`src/rtl/wbuf_pkg.sv`:
```
package wbuf_pkg;
    typedef enum logic [1:0] {
        RD_IDLE,
        RD_LOOKUP,
        RD_DRAIN,
        RD_ISSUE
    } rd_state_e;
endpackage

```
`src/rtl/wbuf_fifo.sv`:
```
module wbuf_fifo #(
    parameter int DEPTH = 4,
    parameter int AW    = 32,
    parameter int DW    = 32,
    parameter int BEW   = DW / 8,
    localparam int PW   = $clog2(DEPTH)
) (
    input  logic                          clk,
    input  logic                          rst_n,
    input  logic                          push,
    input  logic [AW-1:0]                 push_addr,
    input  logic [DW-1:0]                 push_data,
    input  logic [BEW-1:0]                push_be,
    input  logic                          pop,
    output logic                          full,
    output logic                          empty,
    output logic [PW-1:0]                 head_ptr,
    output logic [DEPTH-1:0]              slot_valid,
    output logic [DEPTH-1:0][AW-1:0]      slot_addr,
    output logic [DEPTH-1:0][DW-1:0]      slot_data,
    output logic [DEPTH-1:0][BEW-1:0]     slot_be
);
    logic [PW-1:0]    wr_ptr;
    logic [PW-1:0]    rd_ptr;
    logic [DEPTH-1:0] vld;

    always_ff @(posedge clk) begin
        if (!rst_n) begin
            wr_ptr <= '0;
            rd_ptr <= '0;
            vld    <= '0;
        end else begin
            if (pop) begin
                vld[rd_ptr] <= 1'b0;
                rd_ptr      <= rd_ptr + 1'b1;
            end
            if (push) begin
                vld[wr_ptr] <= 1'b1;
                wr_ptr      <= wr_ptr + 1'b1;
            end
        end
    end

    always_ff @(posedge clk) begin
        if (push) begin
            slot_addr[wr_ptr] <= push_addr;
            slot_data[wr_ptr] <= push_data;
            slot_be[wr_ptr]   <= push_be;
        end
    end

    assign full       = &vld;
    assign empty      = ~|vld;
    assign head_ptr   = rd_ptr;
    assign slot_valid = vld;


    no_overflow_chk: assert property (@(posedge clk) disable iff (!rst_n)
        (push && full) |-> pop);


    no_underflow_chk: assert property (@(posedge clk) disable iff (!rst_n)
        pop |-> !empty);
endmodule

```
`src/rtl/wbuf_match.sv`:
```
module wbuf_match #(
    parameter int DEPTH = 4,
    parameter int WAW   = 30,
    localparam int PW   = $clog2(DEPTH)
) (
    input  logic [WAW-1:0]              q_wa,
    input  logic [DEPTH-1:0][WAW-1:0]   slot_wa,
    input  logic [DEPTH-1:0]            slot_full,
    input  logic [DEPTH-1:0]            slot_valid,
    input  logic [PW-1:0]               head_ptr,
    output logic                        any_hit,
    output logic                        young_full,
    output logic [PW-1:0]               young_slot
);
    logic [DEPTH-1:0] hit;

    for (genvar g = 0; g < DEPTH; g++) begin : g_cmp
        assign hit[g] = slot_valid[g] && (slot_wa[g] == q_wa);
    end

    always_comb begin
        any_hit    = 1'b0;
        young_full = 1'b0;
        young_slot = '0;
        for (int k = 0; k < DEPTH; k++) begin
            logic [PW-1:0] s;
            s = head_ptr + PW'(k);
            if (hit[s]) begin
                any_hit    = 1'b1;
                young_full = slot_full[s];
                young_slot = s;
            end
        end
    end
endmodule

```
`src/rtl/wbuf_bypass.sv`:
```
module wbuf_bypass
    import wbuf_pkg::*;
#(
    parameter int DEPTH = 4,
    parameter int AW    = 32,
    parameter int DW    = 32
) (
    input  logic              clk,
    input  logic              rst_n,
    input  logic              st_valid,
    input  logic [AW-1:0]     st_addr,
    input  logic [DW-1:0]     st_data,
    input  logic [DW/8-1:0]   st_be,
    output logic              st_stall,
    input  logic              rd_req,
    input  logic [AW-1:0]     rd_addr,
    output logic              rd_done,
    output logic [DW-1:0]     rd_data,
    output logic              rd_fwd,
    output logic              mem_valid,
    output logic              mem_we,
    output logic [AW-1:0]     mem_addr,
    output logic [DW-1:0]     mem_wdata,
    output logic [DW/8-1:0]   mem_be,
    input  logic              mem_ready,
    input  logic [DW-1:0]     mem_rdata
);
    localparam int BEW = DW / 8;
    localparam int OFF = $clog2(BEW);
    localparam int WAW = AW - OFF;
    localparam int PW  = $clog2(DEPTH);

    rd_state_e state, nxt;
    logic [AW-1:0] rd_addr_q;

    logic                      full, empty, push, pop;
    logic [PW-1:0]             head_ptr;
    logic [DEPTH-1:0]          slot_valid;
    logic [DEPTH-1:0][AW-1:0]  slot_addr;
    logic [DEPTH-1:0][DW-1:0]  slot_data;
    logic [DEPTH-1:0][BEW-1:0] slot_be;
    logic [DEPTH-1:0][WAW-1:0] slot_wa;
    logic [DEPTH-1:0]          slot_full;
    logic                      any_hit, young_full;
    logic [PW-1:0]             young_slot;
    logic                      rd_issue;

    wbuf_fifo #(.DEPTH(DEPTH), .AW(AW), .DW(DW), .BEW(BEW)) u_fifo (
        .clk(clk), .rst_n(rst_n),
        .push(push), .push_addr(st_addr), .push_data(st_data), .push_be(st_be),
        .pop(pop), .full(full), .empty(empty), .head_ptr(head_ptr),
        .slot_valid(slot_valid), .slot_addr(slot_addr),
        .slot_data(slot_data), .slot_be(slot_be)
    );

    for (genvar g = 0; g < DEPTH; g++) begin : g_slot
        assign slot_wa[g]   = slot_addr[g][AW-1:OFF];
        assign slot_full[g] = &slot_be[g];
    end

    wbuf_match #(.DEPTH(DEPTH), .WAW(WAW)) u_match (
        .q_wa(rd_addr_q[AW-1:OFF]), .slot_wa(slot_wa), .slot_full(slot_full),
        .slot_valid(slot_valid), .head_ptr(head_ptr),
        .any_hit(any_hit), .young_full(young_full), .young_slot(young_slot)
    );

    // memory port arbitration: an issuing read wins, else the oldest store
    assign rd_issue  = (state == RD_ISSUE);
    assign mem_valid = rd_issue || !empty;
    assign mem_we    = !rd_issue;
    assign mem_addr  = rd_issue ? rd_addr_q : slot_addr[head_ptr];
    assign mem_wdata = slot_data[head_ptr];
    assign mem_be    = rd_issue ? {BEW{1'b1}} : slot_be[head_ptr];
    assign pop       = !rd_issue && !empty && mem_ready;
    assign st_stall  = full && !pop;
    assign push      = st_valid && !st_stall;

    always_comb begin
        nxt = state;
        unique case (state)
            RD_IDLE:   if (rd_req && !rd_done) nxt = RD_LOOKUP;
            RD_LOOKUP: begin
                if (any_hit && young_full) nxt = RD_IDLE;
                else if (any_hit)          nxt = RD_DRAIN;
                else                       nxt = RD_ISSUE;
            end
            RD_DRAIN:  if (!any_hit)  nxt = RD_ISSUE;
            RD_ISSUE:  if (mem_ready) nxt = RD_IDLE;
            default:   nxt = RD_IDLE;
        endcase
    end

    always_ff @(posedge clk) begin
        if (!rst_n) begin
            state     <= RD_IDLE;
            rd_addr_q <= '0;
        end else begin
            state <= nxt;
            if (state == RD_IDLE && nxt == RD_LOOKUP) rd_addr_q <= rd_addr;
        end
    end

    always_ff @(posedge clk) begin
        if (!rst_n) begin
            rd_done <= 1'b0;
            rd_fwd  <= 1'b0;
            rd_data <= '0;
        end else begin
            rd_done <= 1'b0;
            if (state == RD_LOOKUP && any_hit && young_full) begin
                rd_done <= 1'b1;
                rd_fwd  <= 1'b1;
                rd_data <= slot_data[young_slot];
            end else if (rd_issue && mem_ready) begin
                rd_done <= 1'b1;
                rd_fwd  <= 1'b0;
                rd_data <= mem_rdata;
            end
        end
    end


    read_clear_chk: assert property (@(posedge clk) disable iff (!rst_n)
        (mem_valid && !mem_we) |-> !any_hit);


    done_pulse_chk: assert property (@(posedge clk) disable iff (!rst_n)
        rd_done |=> !rd_done);


    fwd_no_mem_chk: assert property (@(posedge clk) disable iff (!rst_n)
        (rd_done && rd_fwd) |-> !$past(mem_valid && !mem_we && mem_ready));
endmodule

```
`config.mk`:
```
export PLATFORM = sky130hd
export DESIGN_NAME = wbuf_bypass
export DESIGN_NICKNAME = d
export VERILOG_FILES = /design/src/rtl/wbuf_pkg.sv /design/src/rtl/wbuf_fifo.sv /design/src/rtl/wbuf_match.sv /design/src/rtl/wbuf_bypass.sv
export SDC_FILE = /design/constraint.sdc
export NUM_CORES = 1
export LEC_CHECK = 0
export ABC_AREA = 1
export BUFFER_PORTS_ARGS = -buffer_cell sky130_fd_sc_hd__buf_2
export CORE_MARGIN = 5
export CORE_UTILIZATION = 38
export DETAILED_ROUTE_END_ITERATION = 12
export PLACE_DENSITY = 0.66
export SYNTH_ARGS = -nofsm -noshare
export SYNTH_HDL_FRONTEND = slang
export SYNTH_SLANG_ARGS = --single-unit
```
`constraint.sdc`:
```
create_clock -name clk -period 3.7 [get_ports clk]
set_input_delay 0.74 -clock clk [delete_from_list [all_inputs] [get_ports clk]]
set_output_delay 0.74 -clock clk [all_outputs]
set_load 0.005 [all_outputs]
```
* Yosys cells after proc, flatten, opt, wreduce, memory -nomap -nowiden
Cells that the tools add are included.
Cells by class: add/subtract/negate cells 4, magnitude comparators 8, equal/unequal tests 8, multiplexer cells 64, bitwise operators 3, reduce and logical (&&, ||, !) cells 29
Operators with widths (count):
- $bwmux 128 | 2
- $mux 32 | 7
- $bmux 32 s2 | 3
- $eq 30x30->1 | 4
- $demux 32 s2 | 1
- $mux 4 | 6
- $mux 1 | 23
- $reduce_and 4->1 | 5
- $lt 2x3->1 const B | 6
- $bmux 1 s2 | 8
- $bwmux 16 | 1
- $logic_and 1x1->1 | 16
- $mux 2 | 8
- $bmux 4 s2 | 1
- $demux 4 s2 | 1
- $pmux 2 s4 | 1
- $add 2x1->2 const B | 2
- $add 2x2->2 const B | 2
- $and 4x4->4 | 1
- $demux 1 s2 | 2
- $eq 2x1->1 const B | 2
- $eq 2x2->1 const B | 2
- $ge 2x1->1 const B | 2
- $logic_not 1->1 | 4
- other kinds (6) | 6
Storage, ports and cells: register bits after elaboration 348, output and inout port bits 105, word-level logic and storage cells 136

* Logic depth before layout (Yosys ltp)
depth after elaboration 13, gate-level depth with buffers 24, depth with buffers taken out 22

* Hierarchy
From an unflattened synthesis, not the netlist that was laid out.
Second synthesis, totals: cells, all modules 2182, area total of the unflattened synthesis 17800.8 um^2
By module, submodules not included:
- wbuf_fifo | times used 1, cells each 333, area each 8609.5 um^2, sequential area each 8328.0 um^2
- wbuf_bypass | times used 1, cells each 1201, area each 6486.2 um^2, sequential area each 1361.3 um^2
- wbuf_match | times used 1, cells each 648, area each 2705.1 um^2, sequential area each 0.0 um^2

* Worst setup path after synthesis
Ideal clock, no wire load.
path type input to register, from in mem_ready, to reg u_fifo.slot_addr[0] (netlist bit), enable pin, library setup time 0.422 ns, arrival 3.037 ns, path slack 0.241 ns, stages on the path 8, buffers on the path 0, cell sequence inv_1 > nor3_1 > inv_1 > nand2_1 > nand2_1 > inv_1 > nand2_1 > inv_1
Between the ends: longest elaborated chain between the ends 5
Ends and longest elaborated chain:
- start, declared | RTL line wbuf_bypass.sv:25 | input logic mem_ready,
- $logic_and 1x1->1 | RTL line wbuf_bypass.sv:74 | assign pop = !rd_issue && !empty && mem_ready;
- $logic_not 1->1 | RTL line wbuf_bypass.sv:75 | assign st_stall = full && !pop;
- $logic_and 1x1->1 | RTL line wbuf_bypass.sv:75
- $logic_not 1->1 | RTL line wbuf_bypass.sv:76 | assign push = st_valid && !st_stall;
- $logic_and 1x1->1 | RTL line wbuf_bypass.sv:76
- end signal, assigned by index | RTL line wbuf_fifo.sv:46 | slot_addr[wr_ptr] <= push_addr;
- end, declared | RTL line wbuf_fifo.sv:19 | output logic [DEPTH-1:0][AW-1:0] slot_addr,
Every way passes these cells. A chain may end at the register's enable or synchronous reset.

* Worst setup path in the final report
from reg u_fifo.slot_addr[60] (netlist bit), to reg rd_data[21]
Between the ends: longest elaborated chain between the ends 11, elaborated cells on any way between the ends 28, classes of those cells eq/ne (1); mux (23); reduce/logical (4)
Ends and longest elaborated chain:
- $eq 30x30->1 (*) | RTL line wbuf_match.sv:18 | assign hit[g] = slot_valid[g] && (slot_wa[g] == q_wa);
- $logic_and 1x1->1 (*) | RTL line wbuf_match.sv:18
- $bmux 1 s2 | RTL line wbuf_match.sv:28 | if (hit[s]) begin
- $mux 1 (not written as such) | RTL line wbuf_match.sv:28
- $mux 2 or $mux 1 (tied branches) (4 in series) | RTL line wbuf_match.sv:28
- $bmux 32 s2 or $logic_and 1x1->1 (tied branches) | RTL line wbuf_bypass.sv:113, wbuf_bypass.sv:110
- $mux 32 (not written as such) or $logic_and 1x1->1 (tied branches) | RTL line wbuf_bypass.sv:113, wbuf_bypass.sv:110
- $mux 32 or $reduce_bool 2->1 (tied branches)
- end signal, assigned | RTL line wbuf_bypass.sv:113 | rd_data <= slot_data[young_slot];
- end signal, assigned | RTL line wbuf_bypass.sv:117 | rd_data <= mem_rdata;
- end, declared | RTL line wbuf_bypass.sv:18 | output logic [DW-1:0] rd_data,
Every way passes the cells marked *; elsewhere a longest branch is shown, timed or not. The select of a mux whose other input is x is not followed.

==> run_results.csv <==
group,metric,value,unit
synth,syn_avg_cell_area,8.29,um2
global_route,grt_usage,0.239,
synth,synthesis.nets,2329,
timing,tightest_slew,0.897,ns
synth,synth-xor-area-share,0.0164,
routing,wl,65.0,mm
die,die_area,52100,um2
routing,drtPass1Iterations,5,
synth,synth_flop_cell,"edfxtp_1",
cts,cts.hold.buffers_added,0,
power,internal_power,7.56,mW
cells_and_area,layout.cells.most_common_list,"538 x nand2_1, 272 x edfxtp_1, 241 x buf_2",
die,num_io_pins,242,
synth,synth.area.top_cells,"edfxtp_1 45%, nand2_1 11%, dfxtp_1 8.4%",
global_route,grt_max_degree,141,
global_route,grt-ovfl-total,0,
cells_and_area,fill_cells,4678,
timing,setup_viol_count_final,0,
routing,antenna_left,0,
synth,ys_seq_area_frac,0.535,
synth,synthCells,2184,
cts,cts_resized,0,
setup_path,critical_path_arrival,3.90,ns
cts,cts_buffer_depth,3,
placement,globalplace.congestion,0.996,
placement,numPortBuffers,241,
setup_path,required,4.20,ns
placement,placed_cell_area,20000,um2
timing,final-hold-violation-count,0,
placement,dp_hpwl,46.4,mm
die,start_util,0.382,
die,die_x,228,um
cts,post_cts_buffers,0,
die,fp-row-count,80,
synth,ys_async_sr_fraction,0,
cells_and_area,postLayoutCellArea,21300,um2
timing,skew,0.0234,ns
cts,cts_tree,"done",
power,clkPwrFrac,0.384,
job,cap_viol_max_count,0,
synth,synth-seq-cells,348,
cts,clkLatencyLatePin,0.57,ns
global_route,grt_pass1_wl,97.0,mm
timing,min_period,3.39,ns
power,ir_drop,0.267,mV
synth,synth_top_family_by_area,"simple AND/OR/NAND/NOR gates",
cells_and_area,syn2layout_area_growth,17.7,%
timing,fmax,295,MHz
routing,via_count,16600,
hold_path,hold_path.class,"input pin to flop",
routing,wl_per_cell,21.4,um
cts,clk_pin_slew,0.06,ns
timing,slew_headroom,0.402,
power,pwr-share-comb,0.189,
power,net-switching-power,3.16,mW
synth,synthAdderAreaFrac,0.00553,
setup_path,setup.worst_path.start_class,"flop",
synth,ys_types,37,
setup_path,path_max_fanout,33,
cts,cts.sinks,348,
synth,synthMuxAreaShare,0,
cts,cts_inserted_buffers,39,
global_route,grt_pass1_vias,15800,
global_route,antenna_found_initial,5,
synth,ys_warn_count,0,
timing,fin_crit_sh,0.917,
cts,cts.htree.levels,2,
power,leakage,9.18,nW
synth,synth_top_area_frac,0.451,
die,coreArea,47400,um2
cells_and_area,layout_commonest_cell,"nand2_1",
setup_path,end_kind,"flop",
timing,rsz0062_at_grt,"no",
cts,root_buffer,"clkbuf_16",
setup_path,worstSetupPathType,"flop to flop",
synth,netlist_area,18100,um2
power,powerDensity,503,nW/um2
synth,synth_simple_gate_area_frac,0.241,
routing,post_drt_via_cell_ratio,5.47,
timing,fin_setup_tns,0,ns
routing,drcViolationCount,0,
power,switching_share,0.295,
cells_and_area,drive_gt1_frac,0.161,
synth,synth_edf_count,272,
status,run_status,"finished clean",
routing,first_iter_violations,2168,
timing,report.final.slew_viol_count,0,
cells_and_area,final_nets,2533,
die,die_y,228,um
power,power_frac_seq,0.426,
synth,synth_compound_area_frac,0.121,
synth,synth_area_leader_cell,"edfxtp_1",
## registers in the layout (all words and copies together), names as in the netlist
signal             count
state                  2
u_fifo.wr_ptr          2
u_fifo.slot_addr     128
u_fifo.slot_data     128
u_fifo.slot_valid      4
u_fifo.head_ptr        2
rd_data               32
rd_done                1
u_fifo.slot_be        16
rd_addr_q             32
rd_fwd                 1
## synthesized netlist by cell type, drive strengths merged (5+ instances only)
| cell type | count |
|---|---|
| buf | 48 |
| nor2 | 202 |
| dfxtp | 76 |
| ha | 8 |
| nand3b | 33 |
| o21ai | 182 |
| o22ai | 15 |
| a21oi | 163 |
| and2 | 5 |
| inv | 253 |
| xnor2 | 32 |
| nand2 | 546 |
| edfxtp | 272 |
| clkbuf | 64 |
| a31oi | 29 |
| nand3 | 168 |
| o21bai | 15 |
| nand4 | 49 |
| o211ai | 5 |
## cell type report
type / count / area [um2] / area share
Sequential cell: 348 / 9690 / 0.455
Multi-Input combinational cell: 1467 / 6970 / 0.327
Timing Repair Buffer: 275 / 1560 / 0.0732
Clock buffer: 53 / 1050 / 0.0492
Inverter: 257 / 970 / 0.0455
Tap cell: 615 / 769 / 0.0361
Clock inverter: 18 / 309 / 0.0145
Antenna cell: 3 / 7.51 / 0.000352
## per-layer routing
| layer | vias to the layer above | share of wire | track usage |
|---|---|---|---|
| li1 | 7728 | - | - |
| met1 | 8035 | 0.43 | 0.331 |
| met2 | 734 | 0.46 | 0.390 |
| met3 | 99 | 0.074 | 0.0426 |
| met4 | 4 | 0.027 | 0.0647 |
| met5 | - | 0.00029 | 0 |
## path summary, 6_finish.rpt
kind / from / to / slack, ns / depth (start not counted)
setup / recovery: u_fifo.slot_addr[60]$_DFFE_PP_ / rd_data[21]$_SDFFE_PN0P_ / 0.31 / 16
hold / removal: st_data[27] / u_fifo.slot_data[123]$_DFFE_PP_ / 0.38 / 1
setup reg to reg: u_fifo.slot_addr[60]$_DFFE_PP_ / rd_data[21]$_SDFFE_PN0P_ / 0.31 / 16
hold reg to reg: rd_data[12]$_SDFFE_PN0P_ / rd_data[12]$_SDFFE_PN0P_ / 0.45 / 2
## logic make-up (layout without fill, tap and decap cells)
kind of cell,after synthesis,in the layout
and+or+nand+nor,1011,1011
AOI/OAI and AO/OA,414,414
buffers and inverters,369,603
DFF,348,348
xor gates and xnor gates,34,34
adders and majority gates,8,8
other,0,3
## stage by stage
stage / power, mW / instances / util / setup WS, ns / hold WS [ns]
after floorplan: 5.77 / 2184 / - / 0.241 / 0.446
after global placement: 6.62 / 2962 / 0.421 / 0.528 / 0.439
after detailed placement: 6.65 / 2962 / 0.421 / 0.441 / 0.439
after CTS: 10.8 / 3033 / 0.449 / 0.378 / 0.353
after global routing: 11.2 / 3035 / 0.449 / 0.129 / 0.368
final: 10.7 / 3036 / 0.449 / 0.306 / 0.382
## power groups by stage
stage	Sequential, mW	Combinational, mW	Clock [mW]
final	4.57	2.03	4.12
after global routing	4.59	2.21	4.35
after CTS	4.56	2.01	4.19
after detailed placement	4.65	2.00	0
after global placement	4.64	1.98	0
after floorplan	4.59	1.18	0
## worst max-delay path: stages (launching register included)
cell      delay [ns]
edfxtp_1        0.43
xnor2_1         0.50
nand2_1         0.10
nor2_1          0.21
nand2_1         0.09
nor2_1          0.22
nand3_1         0.14
nand2_1         0.12
nand2_1         0.07
nand2_1         0.20
inv_2           0.08
nand3_1         0.08
nand3_1         0.15
nand3_4         0.16
buf_4           0.35
o21ai_0         0.23
a21oi_1         0.19
Note: power is estimated with default switching activity, not from simulation.
